$ cat config.mk
export PLATFORM = sky130hd
export DESIGN_NAME = idx_ea_calc
export DESIGN_NICKNAME = d
export VERILOG_FILES = /design/src/rtl/idx_ea_pkg.sv /design/src/rtl/idx_ea_operand.sv /design/src/rtl/idx_ea_fsm.sv /design/src/rtl/idx_ea_dpath.sv /design/src/rtl/idx_ea_calc.sv
export SDC_FILE = /design/constraint.sdc
export NUM_CORES = 1
export LEC_CHECK = 0
export ABC_AREA = 1
export CORE_AREA = 2 2 271 273
export DETAILED_ROUTE_END_ITERATION = 10
export DIE_AREA = 0 0 273 275
export HOLD_SLACK_MARGIN = 0.08
export PLACE_DENSITY = 0.61
export SETUP_SLACK_MARGIN = 0.15
export SLEW_MARGIN = 20
export SYNTH_ARGS = -nofsm -noshare
export SYNTH_HDL_FRONTEND = slang
export SYNTH_SLANG_ARGS = --single-unit
$ cat constraint.sdc
create_clock -name clk -period 9.33 [get_ports clk]
set_clock_uncertainty 0.05 [all_clocks]
set_input_delay 0.933 -clock clk [delete_from_list [all_inputs] [get_ports clk]]
set_output_delay 0.933 -clock clk [all_outputs]
set_load 0.01 [all_outputs]
$ cat src/rtl/idx_ea_pkg.sv
package idx_ea_pkg;

    typedef enum logic [2:0] {
        ST_IDLE,
        ST_BD_HI,
        ST_BD_LO,
        ST_OD_HI,
        ST_OD_LO,
        ST_IND,
        ST_DONE
    } ea_state_e;

    localparam int XW = 16;

    function automatic logic [3:0] sel_of(input logic [XW-1:0] e);
        return {e[6], e[2:0]};
    endfunction

    // full-format word with a reserved selector
    function automatic logic is_illegal(input logic [XW-1:0] e);
        logic [3:0] s;
        s = sel_of(e);
        return e[8] && ((s == 4'd4) || (s[3:2] == 2'b11));
    endfunction

    // memory indirection requested (full format, selector low bits non-zero)
    function automatic logic is_indirect(input logic [XW-1:0] e);
        return e[8] && (e[2:0] != 3'd0);
    endfunction

    function automatic ea_state_e after_bd(input logic [XW-1:0] e);
        ea_state_e n;
        case (e[1:0])
            2'd2:    n = ST_OD_LO;
            2'd3:    n = ST_OD_HI;
            default: n = (e[2:0] != 3'd0) ? ST_IND : ST_DONE;
        endcase
        return n;
    endfunction

    function automatic ea_state_e after_start(input logic [XW-1:0] e);
        ea_state_e n;
        case (e[5:4])
            2'd2:    n = ST_BD_LO;
            2'd3:    n = ST_BD_HI;
            default: n = after_bd(e);
        endcase
        return n;
    endfunction

endpackage

$ cat src/rtl/idx_ea_operand.sv
module idx_ea_operand #(
    parameter int DW   = 32,
    parameter int NREG = 8
) (
    input  logic [15:0]        ext_word,
    input  logic [5:0]         mode_reg,
    input  logic [DW-1:0]      pc_in,
    input  logic [NREG*DW-1:0] dreg_flat,
    input  logic [NREG*DW-1:0] areg_flat,
    output logic [DW-1:0]      base_val,
    output logic [DW-1:0]      index_val
);
    localparam int RW = $clog2(NREG);
    localparam logic [5:0] PC_REL = 6'b111011;

    logic [DW-1:0] dr [NREG];
    logic [DW-1:0] ar [NREG];

    for (genvar g = 0; g < NREG; g++) begin : g_unpack
        assign dr[g] = dreg_flat[g*DW +: DW];
        assign ar[g] = areg_flat[g*DW +: DW];
    end

    logic [RW-1:0] inum;
    logic [RW-1:0] bnum;
    logic [DW-1:0] raw;
    logic [DW-1:0] sized;

    always_comb begin
        inum  = RW'(ext_word[14:12]);
        bnum  = RW'(mode_reg[2:0]);
        raw   = ext_word[15] ? ar[inum] : dr[inum];
        sized = ext_word[11] ? raw : {{(DW-16){raw[15]}}, raw[15:0]};
        index_val = sized << ext_word[10:9];
        base_val  = (mode_reg == PC_REL) ? pc_in : ar[bnum];
    end

endmodule

$ cat src/rtl/idx_ea_fsm.sv
module idx_ea_fsm
    import idx_ea_pkg::*;
(
    input  logic        clk,
    input  logic        rst_n,
    input  logic        start,
    input  logic [15:0] ext_in,
    input  logic [15:0] ext_q,
    input  logic        iw_valid,
    input  logic        iw_err,
    input  logic        rd_valid,
    input  logic        rd_err,
    output logic        iw_req,
    output logic        rd_req,
    output logic        done,
    output logic        ld_start,
    output logic        ld_bd_hi,
    output logic        ld_bd_lo,
    output logic        ld_od_hi,
    output logic        ld_od_lo,
    output logic        ld_ind,
    output logic        abort_set
);
    ea_state_e st, nxt;
    logic      w_ok;

    assign w_ok = iw_valid && !iw_err;

    always_ff @(posedge clk or negedge rst_n) begin
        if (!rst_n) st <= ST_IDLE;
        else        st <= nxt;
    end

    always_comb begin
        nxt = st;
        unique case (st)
            ST_IDLE: if (start) begin
                if (!ext_in[8] || is_illegal(ext_in)) nxt = ST_DONE;
                else                                  nxt = after_start(ext_in);
            end
            ST_BD_HI: if (iw_err) nxt = ST_DONE; else if (iw_valid) nxt = ST_BD_LO;
            ST_BD_LO: if (iw_err) nxt = ST_DONE; else if (iw_valid) nxt = after_bd(ext_q);
            ST_OD_HI: if (iw_err) nxt = ST_DONE; else if (iw_valid) nxt = ST_OD_LO;
            ST_OD_LO: if (iw_err) nxt = ST_DONE; else if (iw_valid) nxt = ST_IND;
            ST_IND:   if (rd_err || rd_valid) nxt = ST_DONE;
            ST_DONE:  nxt = ST_IDLE;
            default:  nxt = ST_IDLE;
        endcase
    end

    always_comb begin
        iw_req    = 1'b0;
        rd_req    = 1'b0;
        done      = 1'b0;
        ld_start  = 1'b0;
        ld_bd_hi  = 1'b0;
        ld_bd_lo  = 1'b0;
        ld_od_hi  = 1'b0;
        ld_od_lo  = 1'b0;
        ld_ind    = 1'b0;
        abort_set = 1'b0;
        unique case (st)
            ST_IDLE:  ld_start = start;
            ST_BD_HI: begin iw_req = 1'b1; ld_bd_hi = w_ok; abort_set = iw_err; end
            ST_BD_LO: begin iw_req = 1'b1; ld_bd_lo = w_ok; abort_set = iw_err; end
            ST_OD_HI: begin iw_req = 1'b1; ld_od_hi = w_ok; abort_set = iw_err; end
            ST_OD_LO: begin iw_req = 1'b1; ld_od_lo = w_ok; abort_set = iw_err; end
            ST_IND:   begin rd_req = 1'b1; ld_ind = rd_valid && !rd_err; abort_set = rd_err; end
            ST_DONE:  done = 1'b1;
            default:  ;
        endcase
    end

endmodule

$ cat src/rtl/idx_ea_dpath.sv
module idx_ea_dpath
    import idx_ea_pkg::*;
#(
    parameter int DW = 32
) (
    input  logic          clk,
    input  logic          rst_n,
    input  logic          ld_start,
    input  logic          ld_bd_hi,
    input  logic          ld_bd_lo,
    input  logic          ld_od_hi,
    input  logic          ld_od_lo,
    input  logic          ld_ind,
    input  logic          abort_set,
    input  logic [15:0]   ext_in,
    input  logic [15:0]   iw_data,
    input  logic [DW-1:0] rd_data,
    input  logic [DW-1:0] base_val,
    input  logic [DW-1:0] index_val,
    output logic [15:0]   ext_q,
    output logic [DW-1:0] rd_addr,
    output logic [DW-1:0] ea,
    output logic [3:0]    len_q,
    output logic          illegal_q,
    output logic          aborted_q
);
    logic [DW-1:0] base_q, idx_q, bd_q, od_q, ind_q;
    logic [15:0]   hi_q;
    logic          full;
    logic [DW-1:0] w_sx;
    logic [DW-1:0] w_long;

    assign full   = ext_in[8];
    assign w_sx   = {{(DW-16){iw_data[15]}}, iw_data};
    assign w_long = DW'({hi_q, iw_data});

    always_ff @(posedge clk or negedge rst_n) begin
        if (!rst_n) begin
            ext_q     <= '0;
            base_q    <= '0;
            idx_q     <= '0;
            bd_q      <= '0;
            od_q      <= '0;
            ind_q     <= '0;
            hi_q      <= '0;
            len_q     <= '0;
            illegal_q <= 1'b0;
            aborted_q <= 1'b0;
        end else begin
            if (ld_start) begin
                ext_q     <= ext_in;
                base_q    <= (full && ext_in[7]) ? '0 : base_val;
                idx_q     <= (full && ext_in[6]) ? '0 : index_val;
                bd_q      <= full ? '0 : {{(DW-8){ext_in[7]}}, ext_in[7:0]};
                od_q      <= '0;
                ind_q     <= '0;
                len_q     <= 4'd2;
                illegal_q <= is_illegal(ext_in);
                aborted_q <= 1'b0;
            end
            if (ld_bd_hi || ld_od_hi) begin
                hi_q  <= iw_data;
                len_q <= len_q + 4'd2;
            end
            if (ld_bd_lo) begin
                bd_q  <= (ext_q[5:4] == 2'd3) ? w_long : w_sx;
                len_q <= len_q + 4'd2;
            end
            if (ld_od_lo) begin
                od_q  <= (ext_q[1:0] == 2'd3) ? w_long : w_sx;
                len_q <= len_q + 4'd2;
            end
            if (ld_ind)    ind_q     <= rd_data;
            if (abort_set) aborted_q <= 1'b1;
        end
    end

    logic post;
    assign post = ext_q[2];

    always_comb begin
        rd_addr = base_q + bd_q + (post ? '0 : idx_q);
        if (aborted_q || illegal_q)
            ea = '0;
        else if (is_indirect(ext_q))
            ea = ind_q + od_q + (post ? idx_q : '0);
        else
            ea = base_q + bd_q + idx_q;
    end

endmodule

$ cat src/rtl/idx_ea_calc.sv
module idx_ea_calc #(
    parameter int DW   = 32,
    parameter int NREG = 8
) (
    input  logic               clk,
    input  logic               rst_n,
    input  logic               start,
    input  logic [15:0]        ext_word,
    input  logic [5:0]         mode_reg,
    input  logic [DW-1:0]      pc_in,
    input  logic [NREG*DW-1:0] dreg_flat,
    input  logic [NREG*DW-1:0] areg_flat,
    output logic               iw_req,
    input  logic               iw_valid,
    input  logic               iw_err,
    input  logic [15:0]        iw_data,
    output logic               rd_req,
    output logic [DW-1:0]      rd_addr,
    input  logic               rd_valid,
    input  logic               rd_err,
    input  logic [DW-1:0]      rd_data,
    output logic               done,
    output logic [DW-1:0]      ea,
    output logic [3:0]         ext_len,
    output logic               illegal,
    output logic               aborted
);
    logic [DW-1:0] base_val, index_val;
    logic [15:0]   ext_q;
    logic          ld_start, ld_bd_hi, ld_bd_lo, ld_od_hi, ld_od_lo, ld_ind, abort_set;
    logic          illegal_q, aborted_q;

    idx_ea_operand #(.DW(DW), .NREG(NREG)) u_operand (
        .ext_word  (ext_word),
        .mode_reg  (mode_reg),
        .pc_in     (pc_in),
        .dreg_flat (dreg_flat),
        .areg_flat (areg_flat),
        .base_val  (base_val),
        .index_val (index_val)
    );

    idx_ea_fsm u_fsm (
        .clk       (clk),
        .rst_n     (rst_n),
        .start     (start),
        .ext_in    (ext_word),
        .ext_q     (ext_q),
        .iw_valid  (iw_valid),
        .iw_err    (iw_err),
        .rd_valid  (rd_valid),
        .rd_err    (rd_err),
        .iw_req    (iw_req),
        .rd_req    (rd_req),
        .done      (done),
        .ld_start  (ld_start),
        .ld_bd_hi  (ld_bd_hi),
        .ld_bd_lo  (ld_bd_lo),
        .ld_od_hi  (ld_od_hi),
        .ld_od_lo  (ld_od_lo),
        .ld_ind    (ld_ind),
        .abort_set (abort_set)
    );

    idx_ea_dpath #(.DW(DW)) u_dpath (
        .clk       (clk),
        .rst_n     (rst_n),
        .ld_start  (ld_start),
        .ld_bd_hi  (ld_bd_hi),
        .ld_bd_lo  (ld_bd_lo),
        .ld_od_hi  (ld_od_hi),
        .ld_od_lo  (ld_od_lo),
        .ld_ind    (ld_ind),
        .abort_set (abort_set),
        .ext_in    (ext_word),
        .iw_data   (iw_data),
        .rd_data   (rd_data),
        .base_val  (base_val),
        .index_val (index_val),
        .ext_q     (ext_q),
        .rd_addr   (rd_addr),
        .ea        (ea),
        .len_q     (ext_len),
        .illegal_q (illegal_q),
        .aborted_q (aborted_q)
    );

    assign illegal = done && illegal_q;
    assign aborted = done && aborted_q;

endmodule

## Word level (Yosys, flattened, before mapping)

Index checks and enable logic that the tools add are counted.
W data, S select, Z words.

- Register bits: 194
- Bits of input ports: 621
- Output and inout bits: 73

- $add $sub $neg: 6
- Order comparisons: 2
- Eq/ne operators: 22
- Shift operators: 1
- Mux-type cells: 59
- Bitwise gates (word level): 2
- Reduce and logical (&&, ||, !) cells: 26

Operators by type and width:

| operator | count |
|---|---|
| $mux W32 | 23 |
| $bmux W32 S3 | 3 |
| $add A32 B32 Y32 | 5 |
| $mux W3 | 11 |
| $shl A32 B2 Y32 | 1 |
| $pmux W3 S2 | 3 |
| $pmux W3 S6 | 1 |
| $eq A2 B2 Y1 const B | 8 |
| $mux W4 | 4 |
| $ne A3 B3 Y1 const B | 4 |
| $mux W1 | 11 |
| $eq A3 B3 Y1 const B | 3 |
| $ge A4 B4 Y1 const B | 2 |
| $logic_and A1 B1 Y1 | 8 |
| $not A3 Y4 | 2 |
| $reduce_bool A2 Y1 | 4 |
| $eq A3 B2 Y1 const B | 2 |
| $eq A6 B6 Y1 const B | 1 |
| $reduce_and A6 Y1 | 1 |
| $reduce_bool A3 Y1 | 2 |
| $logic_or A1 B1 Y1 | 5 |
| $add A4 B2 Y4 const B | 1 |
| $eq A4 B3 Y1 const B | 1 |
| $mux W2 | 2 |
| other kinds (8) | 10 |

## Depth between registers and ports, before layout

- Word-level depth: 8
- Gate-level depth with buffers: 25
- Gate-level depth less buffers: 25

## Hierarchy

Synthesis repeated with hierarchy kept, for this count alone.

- Cells, all modules: 4410
- Area total of the unflattened synthesis: 26090.0 µm²

Modules (own cells, without submodules):

| module | times used | cells an instance | area each (µm²) | seq. area each (µm²) |
|---|---|---|---|---|
| idx_ea_dpath | 1 | 2375 | 16558.4 | 4929.7 |
| idx_ea_operand | 1 | 1949 | 9080.0 | 0.0 |
| idx_ea_fsm | 1 | 82 | 436.7 | 75.1 |
| idx_ea_calc | 1 | 4 | 15.0 | 0.0 |

## Worst setup path after synthesis

OpenSTA, ideal clock, no wires.

- Kind: register to output
- From: register u_dpath.bd_q[0]
- To: output rd_addr[29]
- Arrival: 3.226 ns
- Setup slack: 5.121 ns
- Stages on the path, launching flop included: 16
- Path through: dfrtp_1 -> ha_1 -> inv_1 -> fa_1 -> o21ai_2 -> a21boi_1 -> o21ai_1 -> a21oi_1 -> o21ai_1 -> xor2_1 -> ha_1 -> a21oi_1 -> o21ai_0 -> a2111oi_0 -> nand3_1 -> nand2_1

- Longest elaborated chain between the ends: 2

Ends and longest elaborated chain:

| what | RTL line | source |
|---|---|---|
| start, declared | idx_ea_dpath.sv:27 | `logic [DW-1:0] base_q, idx_q, bd_q, od_q, ind_q;` |
| start signal, assigned | idx_ea_dpath.sv:54 | `bd_q <= full ? '0 : {{(DW-8){ext_in[7]}}, ext_in[7:0]};` |
| start signal, assigned | idx_ea_dpath.sv:66 | `bd_q <= (ext_q[5:4] == 2'd3) ? w_long : w_sx;` |
| $add A32 B32 Y32 (2 in series) | idx_ea_dpath.sv:82 | `rd_addr = base_q + bd_q + (post ? '0 : idx_q);` |
| end, declared | idx_ea_calc.sv:18 | `output logic [DW-1:0] rd_addr,` |

Every way passes these cells.

## Worst setup path after layout

Same ends and word-level chain as after synthesis.

==> impl_metrics.env <==
export IMPL_vdd_drop_max_uv=425
export IMPL_fin_nets=5239
export IMPL_ys_ff_latch=190
export IMPL_ys_types=57
export IMPL_post_cts_resized=0
export IMPL_pre_cts_ws_ns=3.75
export IMPL_period_share_pct=66.7
export IMPL_path_class="reg2out"
export IMPL_rsz0062_at_grt="no"
export IMPL_grt_pass1_wl_um=200000
export IMPL_drt_initial_drc_count=3318
export IMPL_slew_violations=0
export IMPL_ys_flop_type="dfrtp_1"
export IMPL_tightest_slew_ns=1.03
export IMPL_fp_dieW_um=273
export IMPL_hold_viol=0
export IMPL_hpwl_um=116000
export IMPL_synth_area_top_cells="dfrtp_1 20%, o21ai_0 13%, nand2_1 11%"
export IMPL_synth_top_area_share_pct=19.8
export IMPL_track_usage_pct=36.4
export IMPL_clock_sinks=190
export IMPL_clk_insertion_delay_late_ns=0.49
export IMPL_htreeDepth=4
export IMPL_cp_max_fo=4
export IMPL_cts_buffer_depth=2
export IMPL_synth_seq_area_share_pct=19.8
export IMPL_drive_above_1_share_pct=2.30
export IMPL_cp_start_kind="flop"
export IMPL_power_leakage_uw=0.0144
export IMPL_holdBufCountCts=0
export IMPL_cap_violations=0
export IMPL_finalPower_uw=10300
export IMPL_cts_tree="yes"
export IMPL_status="finished clean"
export IMPL_port_buffers=692
export IMPL_grt_max_degree=166
export IMPL_async_reset_ff_share_pct=100
export IMPL_first_global_vias=29200
export IMPL_drc=0
export IMPL_required_ns=8.35
export IMPL_tns_ns=0
export IMPL_die_area_um2=75100
export IMPL_synthesis_nets=4730
export IMPL_core_area_um2=72300
export IMPL_synth_common_cells="701 x nand2_1, 617 x o21ai_0, 607 x nor2_1, 349 x inv_1, 328 x nand3_1"
export IMPL_io_pins=694
export IMPL_grt_ovfl_total=0
export IMPL_area_growth_syn_to_layout_pct=33.3
export IMPL_yosysWarnings=0
export IMPL_hp_class="in2async"
export IMPL_via_count=30700
export IMPL_vias_per_cell=5.61
export IMPL_yosys_area_top_type="dfrtp_1"
export IMPL_setup_viol=0
export IMPL_synth_most_common_cell="nand2_1"
export IMPL_cp_arrival_ns=5.24
export IMPL_power_density_nw_per_um2=322
export IMPL_slew_headroom_pct=30.8
export IMPL_die_y_um=275
export IMPL_netlist_area_um2=24000
export IMPL_setup_ws_ns=3.11
export IMPL_cts_clk_slew_worst_paths_ns=0.08
export IMPL_final_util_pct=44.3
export IMPL_syn_inst=3948
export IMPL_finalWirelength_um=141000
export IMPL_layout_min_cycle_time_ns=6.22
export IMPL_cts_root_buf="clkbuf_16"
export IMPL_wire_per_inst_um=25.7
export IMPL_gp_congestion=1.03
export IMPL_drtAntennaViolNets=0
export IMPL_initial_utilization_pct=33.2
export IMPL_holdWs_ns=0.247
export IMPL_rows=99
export IMPL_fmax_mhz=161
export IMPL_cts_setup_buffers=0
export IMPL_antenna_found_initial=42
export IMPL_synth_area_per_cell_um2=6.09
export IMPL_cts_made_buffers=17
export IMPL_drt_first_pass_iters=6
export IMPL_synth_edf_count=0
export IMPL_end_kind="output port"
-- flip-flops by register name (all words and copies together), names as in the netlist --
register,flops
u_dpath.od_q,32
u_dpath.base_q,32
u_dpath.hi_q,16
u_dpath.idx_q,32
u_dpath.ind_q,32
u_dpath.illegal_q,1
u_dpath.ext_q,6
u_dpath.aborted_q,1
u_fsm.st,3
u_dpath.len_q,3
u_dpath.bd_q,32
-- critical path: stages, from the launching register on --
cell and delay [ns]:
dfrtp_1 0.36, ha_1 0.17, inv_1 0.06, fa_1 0.41, o21ai_2 0.26, a21boi_1 0.17, o21ai_1 0.28, a21oi_1 0.15
o21ai_1 0.16, xor2_1 0.47, ha_1 0.38, a21oi_1 0.22, o21ai_0 0.16, a2111oi_0 0.70, nand3_1 0.15, nand2_1 0.11
clkdlybuf4s50_1 0.54
-- cells by family after synthesis --
family / after synthesis / share of synthesized area, %
AOI/OAI and AO/OA: 1220 / 28.7
xor gates and xnor gates: 68 / 2.48
adders and majority gates: 161 / 9.48
buffers and inverters: 589 / 10.2
DFF: 190 / 19.8
muxes: 1 / 0.0417
other: 1 / 0.0156
and+or+nand+nor: 1718 / 29.3
-- cell type report --
type	count	area, um2
diodes	39	97.6
clock inverters	14	170
flip-flops and latches	190	4760
repair buffers	724	7200
inverters	355	1340
fillers	7834	40300
multi-input cells	3169	16800
well taps	959	1200
clock buffers	18	429
-- per-stage QoR --
| step | cells | area, um2 |
|---|---|---|
| after floorplan | 3948 | 24000 |
| after global routing | 5465 | 32000 |
| after detailed placement | 5397 | 31300 |
| final | 5468 | 32000 |
| after global placement | 5397 | 31300 |
| after CTS | 5429 | 31900 |
-- final timing paths --
| path | end | depth (start not counted) | from | slack [ns] |
|---|---|---|---|---|
| min in group clk | u_dpath.ext_q[4]$_DFFE_PN0P_ | 2 | u_dpath.ext_q[4]$_DFFE_PN0P_ | 0.44 |
| setup reg to reg | u_dpath.bd_q[6]$_DFFE_PN0P_ | 9 | u_fsm.st[1]$_DFFE_PN0P_ | 6.13 |
| max in group asynchronous | u_dpath.idx_q[24]$_DFFE_PN0P_ | 2 | rst_n | 7.74 |
| hold reg to reg | u_dpath.ext_q[4]$_DFFE_PN0P_ | 2 | u_dpath.ext_q[4]$_DFFE_PN0P_ | 0.44 |
| setup / recovery | rd_addr[29] | 16 | u_dpath.bd_q[0]$_DFFE_PN0P_ | 3.11 |
| hold / removal | u_dpath.ind_q[23]$_DFFE_PN0P_ | 1 | rst_n | 0.25 |
-- per-layer routing --
| layer | up-vias | track usage (%) | wire length (um) |
|---|---|---|---|
| met4 | 10 | 21.7 | 8210 |
| met5 | - | 0 | 69 |
| met2 | 1484 | 56.3 | 62200 |
| met3 | 256 | 7.70 | 12500 |
| met1 | 14500 | 46.7 | 57700 |
| li1 | 14500 | - | - |
-- layout by cell type, fill, tap and decap left out, drive strengths merged, types with 35 or more instances in the layout --
cell type and instances:
a21oi 258, buf 38, clkdlybuf4s50 685, dfrtp 190
diode 39, fa 35, ha 126, inv 358
nand2 703, nand3 329, nor2 612, o211ai 151
o21ai 647, o221ai 35, o22ai 49, xor2 45
-- power breakdown --
part | total (uW) | switching (uW) | internal (uW)
Clock | 774 | 391 | 383
Combinational | 7980 | 5010 | 2960
Sequential | 1570 | 424 | 1150
Total | 10300 | 5830 | 4490
No activity file was read; power rests on OpenSTA's default activity.
